--- src/rtl/cfgld_pkg.sv ---
package cfgld_pkg;

  localparam logic [1:0] BUS_MODE_ON  = 2'b01;
  localparam logic [7:0] SPI_RD_CMD   = 8'h03;

  typedef struct packed {
    logic       auto_en;
    logic [1:0] bus_mode;
    logic [1:0] port_size;
  } rcw_t;

  typedef enum logic [1:0] {E_IDLE, E_SHIFT, E_END} eng_st_t;
  typedef enum logic [1:0] {S_INIT, S_LAUNCH, S_WAIT, S_DONE} seq_st_t;

  function automatic logic [2:0] fetch_bytes(input logic [1:0] ps);
    case (ps)
      2'b00:   return 3'd1;
      2'b01:   return 3'd2;
      default: return 3'd4;
    endcase
  endfunction

endpackage

--- src/rtl/cfgld_spi_rd.sv ---
module cfgld_spi_rd
  import cfgld_pkg::*;
#(
  parameter int ADDR_W = 16
) (
  input  logic              clk,
  input  logic              rst_n,
  input  logic              start,
  input  logic [ADDR_W-1:0] addr,
  input  logic [2:0]        nbytes,
  output logic              done,
  output logic              byte_vld,
  output logic [7:0]        byte_dat,
  output logic              spi_sclk,
  output logic              spi_cs_n,
  output logic              spi_mosi,
  input  logic              spi_miso
);

  localparam int HDR_W = 8 + ADDR_W;
  localparam int CNT_W = $clog2(HDR_W + 33);

  eng_st_t          st;
  logic [HDR_W-1:0] tx_sr;
  logic [CNT_W-1:0] bit_cnt;
  logic [CNT_W-1:0] last_bit;
  logic [6:0]       rx_sr;
  logic [2:0]       dbit;
  logic             sclk_q;
  logic             cs_q;

  assign spi_sclk = sclk_q;
  assign spi_cs_n = cs_q;
  assign spi_mosi = tx_sr[HDR_W-1];

  always_ff @(posedge clk) begin
    if (!rst_n) begin
      st       <= E_IDLE;
      tx_sr    <= '0;
      bit_cnt  <= '0;
      last_bit <= '0;
      rx_sr    <= '0;
      dbit     <= '0;
      sclk_q   <= 1'b0;
      cs_q     <= 1'b1;
      done     <= 1'b0;
      byte_vld <= 1'b0;
      byte_dat <= '0;
    end else begin
      done     <= 1'b0;
      byte_vld <= 1'b0;
      case (st)
        E_IDLE: begin
          if (start) begin
            tx_sr    <= {SPI_RD_CMD, addr};
            bit_cnt  <= '0;
            dbit     <= '0;
            last_bit <= CNT_W'(HDR_W) + CNT_W'({nbytes, 3'b000}) - 1'b1;
            cs_q     <= 1'b0;
            sclk_q   <= 1'b0;
            st       <= E_SHIFT;
          end
        end
        E_SHIFT: begin
          if (!sclk_q) begin
            sclk_q <= 1'b1;
          end else begin
            sclk_q  <= 1'b0;
            tx_sr   <= {tx_sr[HDR_W-2:0], 1'b0};
            bit_cnt <= bit_cnt + 1'b1;
            if (bit_cnt >= CNT_W'(HDR_W)) begin
              rx_sr <= {rx_sr[5:0], spi_miso};
              dbit  <= dbit + 1'b1;
              if (dbit == 3'd7) begin
                byte_vld <= 1'b1;
                byte_dat <= {rx_sr, spi_miso};
              end
            end
            if (bit_cnt == last_bit) begin
              cs_q <= 1'b1;
              st   <= E_END;
            end
          end
        end
        E_END: begin
          done <= 1'b1;
          st   <= E_IDLE;
        end
        default: st <= E_IDLE;
      endcase
    end
  end

  AST_SCLK_NEEDS_SELECT: assert property (@(posedge clk) disable iff (!rst_n)
    spi_cs_n |-> !spi_sclk);

  AST_SELECT_HELD_IN_SHIFT: assert property (@(posedge clk) disable iff (!rst_n)
    (st == E_SHIFT) |-> !spi_cs_n);

endmodule

--- src/rtl/cfgld_seq.sv ---
module cfgld_seq
  import cfgld_pkg::*;
#(
  parameter int REG_CNT = 16,
  parameter int DATA_W  = 32,
  parameter int ADDR_W  = 16
) (
  input  logic                       clk,
  input  logic                       rst_n,
  input  logic                       go_load,
  input  logic [2:0]                 unit_bytes,
  output logic                       eng_start,
  output logic [ADDR_W-1:0]          eng_addr,
  output logic [2:0]                 eng_nbytes,
  input  logic                       eng_done,
  input  logic                       byte_vld,
  input  logic [7:0]                 byte_dat,
  output logic                       wr_en,
  output logic [$clog2(REG_CNT)-1:0] wr_idx,
  output logic [DATA_W-1:0]          wr_data,
  output logic                       busy
);

  localparam int IDX_W = $clog2(REG_CNT);
  localparam int BPR   = DATA_W / 8;
  localparam int BC_W  = (BPR > 1) ? $clog2(BPR) : 1;

  seq_st_t          st;
  logic [ADDR_W-1:0] unit_addr;
  logic [IDX_W-1:0]  reg_idx;
  logic [BC_W-1:0]   byte_cnt;
  logic [DATA_W-1:0] acc;
  logic              all_wr;

  assign eng_addr   = unit_addr;
  assign eng_nbytes = unit_bytes;
  assign busy       = (st != S_DONE);

  always_ff @(posedge clk) begin
    if (!rst_n) begin
      st        <= S_INIT;
      unit_addr <= '0;
      reg_idx   <= '0;
      byte_cnt  <= '0;
      acc       <= '0;
      all_wr    <= 1'b0;
      eng_start <= 1'b0;
      wr_en     <= 1'b0;
      wr_idx    <= '0;
      wr_data   <= '0;
    end else begin
      eng_start <= 1'b0;
      wr_en     <= 1'b0;
      case (st)
        S_INIT:   st <= go_load ? S_LAUNCH : S_DONE;
        S_LAUNCH: begin
          eng_start <= 1'b1;
          st        <= S_WAIT;
        end
        S_WAIT: begin
          if (byte_vld) begin
            acc      <= {byte_dat, acc[DATA_W-1:8]};
            byte_cnt <= byte_cnt + 1'b1;
            if (byte_cnt == BC_W'(BPR - 1)) begin
              wr_en    <= 1'b1;
              wr_idx   <= reg_idx;
              wr_data  <= {byte_dat, acc[DATA_W-1:8]};
              reg_idx  <= reg_idx + 1'b1;
              byte_cnt <= '0;
              if (reg_idx == IDX_W'(REG_CNT - 1)) all_wr <= 1'b1;
            end
          end
          if (eng_done) begin
            unit_addr <= unit_addr + 1'b1;
            st        <= all_wr ? S_DONE : S_LAUNCH;
          end
        end
        default: st <= S_DONE;
      endcase
    end
  end

  AST_NO_LOAD_WRITE_IDLE: assert property (@(posedge clk) disable iff (!rst_n)
    !busy |-> !wr_en);

  AST_NO_FETCH_WHEN_OFF: assert property (@(posedge clk) disable iff (!rst_n)
    !go_load |-> !eng_start);

endmodule

--- src/rtl/cfgld_regs.sv ---
module cfgld_regs #(
  parameter int REG_CNT = 16,
  parameter int DATA_W  = 32
) (
  input  logic                       clk,
  input  logic                       rst_n,
  input  logic                       active,
  input  logic                       busy,
  input  logic                       ld_we,
  input  logic [$clog2(REG_CNT)-1:0] ld_idx,
  input  logic [DATA_W-1:0]          ld_data,
  input  logic                       bus_req,
  input  logic                       bus_we,
  input  logic [$clog2(REG_CNT)-1:0] bus_addr,
  input  logic [DATA_W-1:0]          bus_wdata,
  input  logic                       loc_unlock,
  output logic                       bus_ack,
  output logic                       bus_retry,
  output logic [DATA_W-1:0]          bus_rdata,
  output logic                       lock
);

  localparam int IDX_W = $clog2(REG_CNT);

  logic [REG_CNT-1:0][DATA_W-1:0] regs;
  logic                           take;

  assign take = active && bus_req && !lock;

  for (genvar g = 0; g < REG_CNT; g++) begin : g_reg
    always_ff @(posedge clk) begin
      if (!rst_n) begin
        regs[g] <= '0;
      end else if (ld_we && ld_idx == IDX_W'(g)) begin
        regs[g] <= ld_data;
      end else if (take && bus_we && bus_addr == IDX_W'(g)) begin
        regs[g] <= bus_wdata;
      end
    end
  end

  always_ff @(posedge clk) begin
    if (!rst_n) begin
      lock      <= 1'b1;
      bus_ack   <= 1'b0;
      bus_retry <= 1'b0;
      bus_rdata <= '0;
    end else begin
      if (loc_unlock && active && !busy) lock <= 1'b0;
      bus_ack   <= take;
      bus_retry <= active && bus_req && lock;
      bus_rdata <= (take && !bus_we) ? regs[bus_addr] : '0;
    end
  end

  AST_LOCKED_RETRY: assert property (@(posedge clk) disable iff (!rst_n)
    (lock && bus_req && active) |=> (bus_retry && !bus_ack));

  AST_RSP_EXCLUSIVE: assert property (@(posedge clk) disable iff (!rst_n)
    !(bus_ack && bus_retry));

  AST_LOCKED_NO_CHANGE: assert property (@(posedge clk) disable iff (!rst_n)
    (lock && !ld_we) |=> $stable(regs));

  AST_LOCK_HELD_BUSY: assert property (@(posedge clk) disable iff (!rst_n)
    (busy && lock) |=> lock);

endmodule

--- src/rtl/cfg_autoload.sv ---
module cfg_autoload
  import cfgld_pkg::*;
#(
  parameter int REG_AW    = 4,
  parameter int DATA_W    = 32,
  parameter int EE_ADDR_W = 16
) (
  input  logic              clk,
  input  logic              hrst_n,
  input  logic              rcw_auto_en,
  input  logic [1:0]        rcw_bus_mode,
  input  logic [1:0]        rcw_port_size,
  output logic              spi_sclk,
  output logic              spi_cs_n,
  output logic              spi_mosi,
  input  logic              spi_miso,
  input  logic              bus_req,
  input  logic              bus_we,
  input  logic [REG_AW-1:0] bus_addr,
  input  logic [DATA_W-1:0] bus_wdata,
  output logic              bus_ack,
  output logic              bus_retry,
  output logic [DATA_W-1:0] bus_rdata,
  input  logic              loc_unlock,
  output logic              cfg_lock,
  output logic              load_busy
);

  localparam int REG_CNT = 1 << REG_AW;

  rcw_t rcw_q;
  logic run_q;
  logic active;
  logic go_load;

  always_ff @(posedge clk) begin
    if (!hrst_n) begin
      rcw_q <= '{auto_en: rcw_auto_en, bus_mode: rcw_bus_mode, port_size: rcw_port_size};
      run_q <= 1'b0;
    end else begin
      run_q <= 1'b1;
    end
  end

  assign active  = (rcw_q.bus_mode == BUS_MODE_ON);
  assign go_load = active && rcw_q.auto_en;

  logic                 eng_start, eng_done, byte_vld;
  logic [EE_ADDR_W-1:0] eng_addr;
  logic [2:0]           eng_nbytes;
  logic [7:0]           byte_dat;
  logic                 ld_we;
  logic [REG_AW-1:0]    ld_idx;
  logic [DATA_W-1:0]    ld_data;

  cfgld_seq #(
    .REG_CNT (REG_CNT),
    .DATA_W  (DATA_W),
    .ADDR_W  (EE_ADDR_W)
  ) u_seq (
    .clk        (clk),
    .rst_n      (hrst_n),
    .go_load    (go_load),
    .unit_bytes (fetch_bytes(rcw_q.port_size)),
    .eng_start  (eng_start),
    .eng_addr   (eng_addr),
    .eng_nbytes (eng_nbytes),
    .eng_done   (eng_done),
    .byte_vld   (byte_vld),
    .byte_dat   (byte_dat),
    .wr_en      (ld_we),
    .wr_idx     (ld_idx),
    .wr_data    (ld_data),
    .busy       (load_busy)
  );

  cfgld_spi_rd #(
    .ADDR_W (EE_ADDR_W)
  ) u_spi (
    .clk      (clk),
    .rst_n    (hrst_n),
    .start    (eng_start),
    .addr     (eng_addr),
    .nbytes   (eng_nbytes),
    .done     (eng_done),
    .byte_vld (byte_vld),
    .byte_dat (byte_dat),
    .spi_sclk (spi_sclk),
    .spi_cs_n (spi_cs_n),
    .spi_mosi (spi_mosi),
    .spi_miso (spi_miso)
  );

  cfgld_regs #(
    .REG_CNT (REG_CNT),
    .DATA_W  (DATA_W)
  ) u_regs (
    .clk        (clk),
    .rst_n      (hrst_n),
    .active     (active),
    .busy       (load_busy),
    .ld_we      (ld_we),
    .ld_idx     (ld_idx),
    .ld_data    (ld_data),
    .bus_req    (bus_req),
    .bus_we     (bus_we),
    .bus_addr   (bus_addr),
    .bus_wdata  (bus_wdata),
    .loc_unlock (loc_unlock),
    .bus_ack    (bus_ack),
    .bus_retry  (bus_retry),
    .bus_rdata  (bus_rdata),
    .lock       (cfg_lock)
  );

  AST_RCW_FROZEN: assert property (@(posedge clk) disable iff (!hrst_n)
    run_q |-> $stable(rcw_q));

  AST_INACTIVE_QUIET: assert property (@(posedge clk) disable iff (!hrst_n)
    !active |-> (!bus_ack && !bus_retry && spi_cs_n && cfg_lock));

endmodule

--- config.mk ---
export PLATFORM = sky130hd
export DESIGN_NAME = cfg_autoload
export DESIGN_NICKNAME = d
export VERILOG_FILES = /design/src/rtl/cfgld_pkg.sv /design/src/rtl/cfgld_spi_rd.sv /design/src/rtl/cfgld_seq.sv /design/src/rtl/cfgld_regs.sv /design/src/rtl/cfg_autoload.sv
export SDC_FILE = /design/constraint.sdc
export NUM_CORES = 2
export LEC_CHECK = 0
export BUFFER_PORTS_ARGS = -buffer_cell sky130_fd_sc_hd__buf_4
export CAP_MARGIN = 20
export CORE_AREA = 4 4 364 366
export CTS_BUF_LIST = sky130_fd_sc_hd__clkbuf_2
export DETAILED_ROUTE_END_ITERATION = 6
export DIE_AREA = 0 0 368 370
export PLACE_DENSITY_LB_ADDON = 0.1
export SLEW_MARGIN = 20
export SYNTH_ARGS = -nofsm -noshare
export SYNTH_HDL_FRONTEND = slang
export SYNTH_SLANG_ARGS = --single-unit
--- constraint.sdc ---
create_clock -name clk -period 1.8 [get_ports clk]
set_clock_uncertainty 0.05 [all_clocks]
set_input_delay 0.18 -clock clk [delete_from_list [all_inputs] [get_ports clk]]
set_output_delay 0.18 -clock clk [all_outputs]
set_load 0.01 [all_outputs]
## Word level (Yosys, flattened, before mapping)

Index checks and enable logic that the tools add are counted.

- Output and inout bits: 39
- Register bits after elaboration: 707

- Multiplexer cells: 64
- Equal/unequal tests: 46
- $lt $le $gt $ge: 2
- Reduce and logical (&&, ||, !) cells: 80
- Add/subtract/negate cells: 7

Operators by type and width:

| cell | count |
|---|---|
| $mux 32 | 33 |
| $bmux 32 s4 | 1 |
| $eq 4x4->1 const B | 17 |
| $mux 24 | 2 |
| $pmux 24 s2 | 1 |
| $logic_and 1x1->1 | 40 |
| $reduce_bool 2->1 | 17 |
| $eq 4x3->1 const B | 8 |
| $reduce_and 4->1 | 5 |
| $add 16x1->16 const B | 1 |
| $eq 4x2->1 const B | 4 |
| $reduce_and 3->1 | 5 |
| $mux 2 | 7 |
| $mux 6 | 2 |
| $pmux 3 s2 | 2 |
| $pmux 6 s2 | 1 |
| $reduce_and 2->1 | 5 |
| $mux 3 | 3 |
| $eq 2x1->1 const B | 4 |
| $eq 4x1->1 const B | 2 |
| $logic_not 4->1 | 2 |
| $mux 1 | 8 |
| $ne 2x1->1 const B | 4 |
| $add 5x6->6 const A | 1 |
| 16 further kinds | 24 |

## Logic depth before layout (Yosys ltp)

- Depth in word-level cells: 7
- Depth in mapped cells: 8
- Depth with buffers taken out: 5

## Modules after synthesis

A second synthesis with hierarchy kept.

- Cell total of the unflattened synthesis: 4289
- Area, all modules: 38306.7 um2

Modules (own cells, without submodules):

| module | times used | seq. area each (um2) | area an instance (um2) | cells each |
|---|---|---|---|---|
| cfgld_regs | 1 | 10950.5 | 32443.6 | 3611 |
| cfgld_seq | 1 | 1741.7 | 3218.1 | 392 |
| cfgld_spi_rd | 1 | 1161.1 | 2462.4 | 275 |
| cfg_autoload | 1 | 150.1 | 182.7 | 11 |

## Worst setup path after synthesis

No wires, ideal clock.

- Path kind: in2reg
- From: in bus_addr[1]
- To: reg u_regs.bus_rdata[11]
- Slack: 0.013 ns
- Data arrival time: 1.617 ns
- Cell stages on the path: 7
- Path buffers: 3
- Setup time: 0.120 ns
- Cell sequence: buf_2 buf_6 buf_2 mux4_2 mux2_2 nand2_1 nand2_1

- Word-level cells in the longest chain between the ends: 2

Ends and longest elaborated chain:

| what | RTL line | source |
|---|---|---|
| start: declaration | cfg_autoload.sv:19 | `input logic [REG_AW-1:0] bus_addr,` |
| $bmux 32 s4 | cfgld_regs.sv:52 | `bus_rdata <= (take && !bus_we) ? regs[bus_addr] : '0;` |
| $mux 32 (implied by the code) | cfgld_regs.sv:52 |  |
| end signal: assignment | cfgld_regs.sv:52 |  |
| end: declaration | cfgld_regs.sv:19 | `output logic [DATA_W-1:0] bus_rdata,` |

Every way passes these cells. The select of a mux whose other input is x is not followed.
A chain may end at the register's enable or synchronous reset.

## Worst setup path in the final report

- From: reg u_regs.lock
- To: out cfg_lock

RTL lines:

| what | RTL line | source |
|---|---|---|
| start: declaration | cfgld_regs.sv:20 | `output logic lock` |
| start signal: assignment | cfgld_regs.sv:44 | `lock <= 1'b1;` |
| start signal: assignment | cfgld_regs.sv:49 | `if (loc_unlock && active && !busy) lock <= 1'b0;` |
| end: declaration | cfg_autoload.sv:25 | `output logic cfg_lock,` |

No word-level cell between the ends.

==> impl_metrics.sql <==
INSERT INTO impl_metrics (metric_group, metric, value, unit) VALUES
('outcome', 'outcome', 'finished with violations', ''),
('outcome', 'failed_checks', 'negative setup slack', ''),
('floorplanning', 'floorplan.core_area', '129200', 'µm²'),
('finish', 'areaGrowthSynthToFinish', '49.18', '%'),
('synth', 'seq_area_frac_synth', '43.68', '%'),
('floorplanning', 'die_x', '368', 'µm'),
('synth', 'synth_seq_cells', '697', ''),
('setup_path', 'critical_path_class', 'register to primary output', ''),
('pwr', 'internal-power', '0.02148', 'W'),
('clock_tree', 'ctsRootBufferMaster', 'sky130_fd_sc_hd__clkbuf_2', ''),
('global_routing', 'grt_start_max_net_pins', '101', ''),
('synth', 'mapped_area', '32060', 'µm²'),
('timing', 'timing.fmax', '0.3954', 'GHz'),
('clock_tree', 'cts_max_path_buffers', '3', ''),
('finish', 'finish.cell_count_without_fillers', '5982', ''),
('setup_path', 'critical_path.startpoint', 'u_regs.lock', ''),
('detailed_routing', 'post_drt_wl_per_cell', '30.73', 'µm'),
('detailed_routing', 'detailed_router_iteration_count_before_antenna_repair', '6', ''),
('finish', 'final-seq-area', '14090', 'µm²'),
('setup_path', 'critical_path_peak_fanout', '2', ''),
('pwr', 'post-layout-total-power', '0.03059', 'W'),
('floorplanning', 'floorplan.initialDensity', '24.82', '%'),
('timing', 'report.final.setup_viol', '583', ''),
('clock_tree', 'cts_buffers', '206', ''),
('pwr', 'comb_power_share', '6.9', '%'),
('synth', 'synth_adder_area_share', '0.2732', '%'),
('finish', 'final.fill_count', '13130', ''),
('global_routing', 'grt_antenna_before_repair', '10', ''),
('detailed_routing', 'detailedRoute.firstIterationViolations', '3384', ''),
('clock_tree', 'cts.clk_slew.worst_paths', '0.09', 'ns'),
('timing', 'timing_worst_slew_pin_value', '1.249', 'ns'),
('global_routing', 'gr-usage-all-layers', '25.61', '%'),
('detailed_routing', 'remaining_drc_errors', '0', ''),
('setup_path', 'crit-reg2reg-capture', 'u_regs.regs[510]', ''),
('timing', 'hold_viol_final', '0', ''),
('pwr', 'power_density', '639.7', 'nW/µm²'),
('pwr', 'p_seq_share', '50.6', '%'),
('place', 'dpl_worst_slack', '-0.1413', 'ns'),
('pwr', 'share_clk_of_total_power', '42.5', '%'),
('floorplanning', 'row_count', '132', ''),
('setup_path', 'timing.reg2reg.setup_slack', '-0.47', 'ns'),
('timing', 'worst_slack', '-0.7291', 'ns'),
('setup_path', 'cp_data_arrival_time', '2.30', 'ns'),
('global_routing', 'first_global_vias', '33210', ''),
('synth', 'synth-warning-count', '0', ''),
('place', 'port-buffer-count', '85', ''),
('synth', 'combinational_family_with_the_most_area_after_synthesis', 'compound AO/OA/AOI/OAI gates', ''),
('setup_path', 'timing.critical_path.from_type', 'register', ''),
('timing', 'timing.final.crit_share', '140.5', '%'),
('floorplanning', 'die_h', '370', 'µm'),
('timing', 'min_period', '2.529', 'ns'),
('finish', 'final_cell_area', '47820', 'µm²'),
('floorplanning', 'io_pins', '86', ''),
('place', 'post-place-cells', '5314', ''),
('setup_path', 'cp-end-kind', 'primary output', ''),
('clock_tree', 'tritoncts_clock_tree', 'done', ''),
('pwr', 'worst_ir_drop_vdd', '0.6342', 'mV'),
('synth', 'synth_xor_area_share', '0.5737', '%'),
('job', 'max-cap-violations', '0', ''),
('synth', 'post_synthesis_net_count', '3624', ''),
('place', 'gp_congestion', '0.7880', ''),
('timing', 'rsz_0062_raised_after_global_routing', 'yes', ''),
('clock_tree', 'cts_sinks', '697', ''),
('setup_path', 'capture_point_of_the_critical_path', 'cfg_lock', ''),
('setup_path', 'timing.reg2reg.worst_path_depth', '9', ''),
('finish', 'layout.nets', '4142', ''),
('min_path', 'holdCritPathClass', 'input port to register', ''),
('pwr', 'switching_power', '0.009115', 'W'),
('synth', 'synth-edff-count', '5', ''),
('detailed_routing', 'route.antenna.remaining_nets', '0', ''),
('timing', 'worst_slew_margin_relative_to_its_limit', '16.75', '%');
-- sequential cells by signal, indices dropped and copies added (netlist names), 5 cells and up --
| signal | flops |
|---|---|
| u_regs.regs | 512 |
| u_seq.acc | 24 |
| u_spi.byte_dat | 8 |
| u_seq.wr_data | 32 |
| u_spi.bit_cnt | 6 |
| u_seq.eng_addr | 16 |
| u_regs.bus_rdata | 32 |
| u_spi.rx_sr | 7 |
| rcw_q | 5 |
| u_spi.tx_sr | 24 |
-- Yosys cell counts (15+ instances only) --
cell	n	area, µm²
sky130_fd_sc_hd__nand2_1	257	964.7
sky130_fd_sc_hd__xnor2_1	18	157.7
sky130_fd_sc_hd__nand3_1	36	180.2
sky130_fd_sc_hd__a221oi_1	512	4484
sky130_fd_sc_hd__nor2_1	583	2188
sky130_fd_sc_hd__mux2_2	33	371.6
sky130_fd_sc_hd__dfxtp_1	692	13850
sky130_fd_sc_hd__o21ai_0	520	2603
sky130_fd_sc_hd__a22oi_1	32	240.2
sky130_fd_sc_hd__mux4_2	128	2883
sky130_fd_sc_hd__a21oi_1	82	410.4
sky130_fd_sc_hd__and2_1	102	638.1
sky130_fd_sc_hd__nor3_1	19	95.09
sky130_fd_sc_hd__clkbuf_1	285	1070
sky130_fd_sc_hd__a311oi_1	15	131.4
sky130_fd_sc_hd__and3_1	34	212.7
sky130_fd_sc_hd__buf_2	101	505.5
-- area by class of cell --
cell class,count,share of cell area [%]
diodes,16,0.08372
clock buffers,290,3.035
clock inverters,54,0.8058
inverters,9,0.07587
multi-input cells,2468,41.67
flip-flops and latches,697,29.46
well taps,1742,4.558
repair buffers,706,20.31
-- placed cells by master, fill, tap and decap left out, drive strengths merged, types with 18 or more instances in the layout --
master,instances
nand2,257
clkbuf,312
nor3,20
and2,103
buf,564
a22oi,32
and3,34
clkinv,42
nand3,36
mux2,33
o21ai,520
a221oi,512
xnor2,18
dlygate4sd3,117
dfxtp,692
nor2,583
mux4,128
a21oi,82
-- power groups by stage --
stage	Sequential, W	Clock, W	Combinational, W
after floorplan	0.0159	0	0.000935
after CTS	0.0155	0.0134	0.00204
after global routing	0.0155	0.0142	0.00225
final	0.0155	0.0130	0.00211
after detailed placement	0.0159	0	0.00174
after global placement	0.0159	0	0.00175
-- stage by stage --
step                TNS (ns)  utilization, %  hold WS (ns)
floorplan                  0               -        0.2289
global placement      -6.790           28.98        0.3193
detailed placement    -10.82           28.98        0.3172
CTS                  -193.86           35.04      0.003772
global route         -194.01           37.02       0.03621
finish               -148.84           37.03        0.2044
-- routing by layer --
layer,routed length (µm),vias to the layer above,track usage (%)
li1,-,14640,-
met1,78220,16950,33.86
met2,83540,1530,40.67
met3,13380,417,5.515
met4,8678,2,10.28
met5,18,-,0
-- timing repair --
| item | 4_1_cts | 5_1_grt |
|---|---|---|
| pin swaps | 111 | 125 |
| setup buffers | 65 | 68 |
| cloned | 72 | 23 |
| gates resized for setup | 474 | 350 |
| hold buffers | 117 | 1 |
| hold endpoints to repair | 702 | 206 |
| setup endpoints to repair | 509 | 585 |
-- worst min-delay path by stage --
stage                                 from                to  cells after the start
after floorplan           rcw_port_size[0]          rcw_q[0]                      0
after global routing         bus_wdata[29]  u_regs.regs[189]                      6
after global placement    rcw_port_size[1]          rcw_q[1]                      1
final                               hrst_n       u_spi.st[1]                      5
after detailed placement   rcw_bus_mode[0]          rcw_q[2]                      1
after CTS                  rcw_bus_mode[1]          rcw_q[3]                      4
-- worst max-delay path, stage by stage (launching register included) --
cell and delay (ns):
sky130_fd_sc_hd__dfxtp_2 0.34, sky130_fd_sc_hd__buf_6 0.12, sky130_fd_sc_hd__buf_6 0.11
-- cell families after synthesis --
kind of cell / count (synthesis)
fa+ha+maj: 7
simple gates: 1094
compound gates: 1174
flops: 697
buf+inv: 406
mux: 171
xor+xnor: 21
No activity file was read; power rests on OpenSTA's default activity.
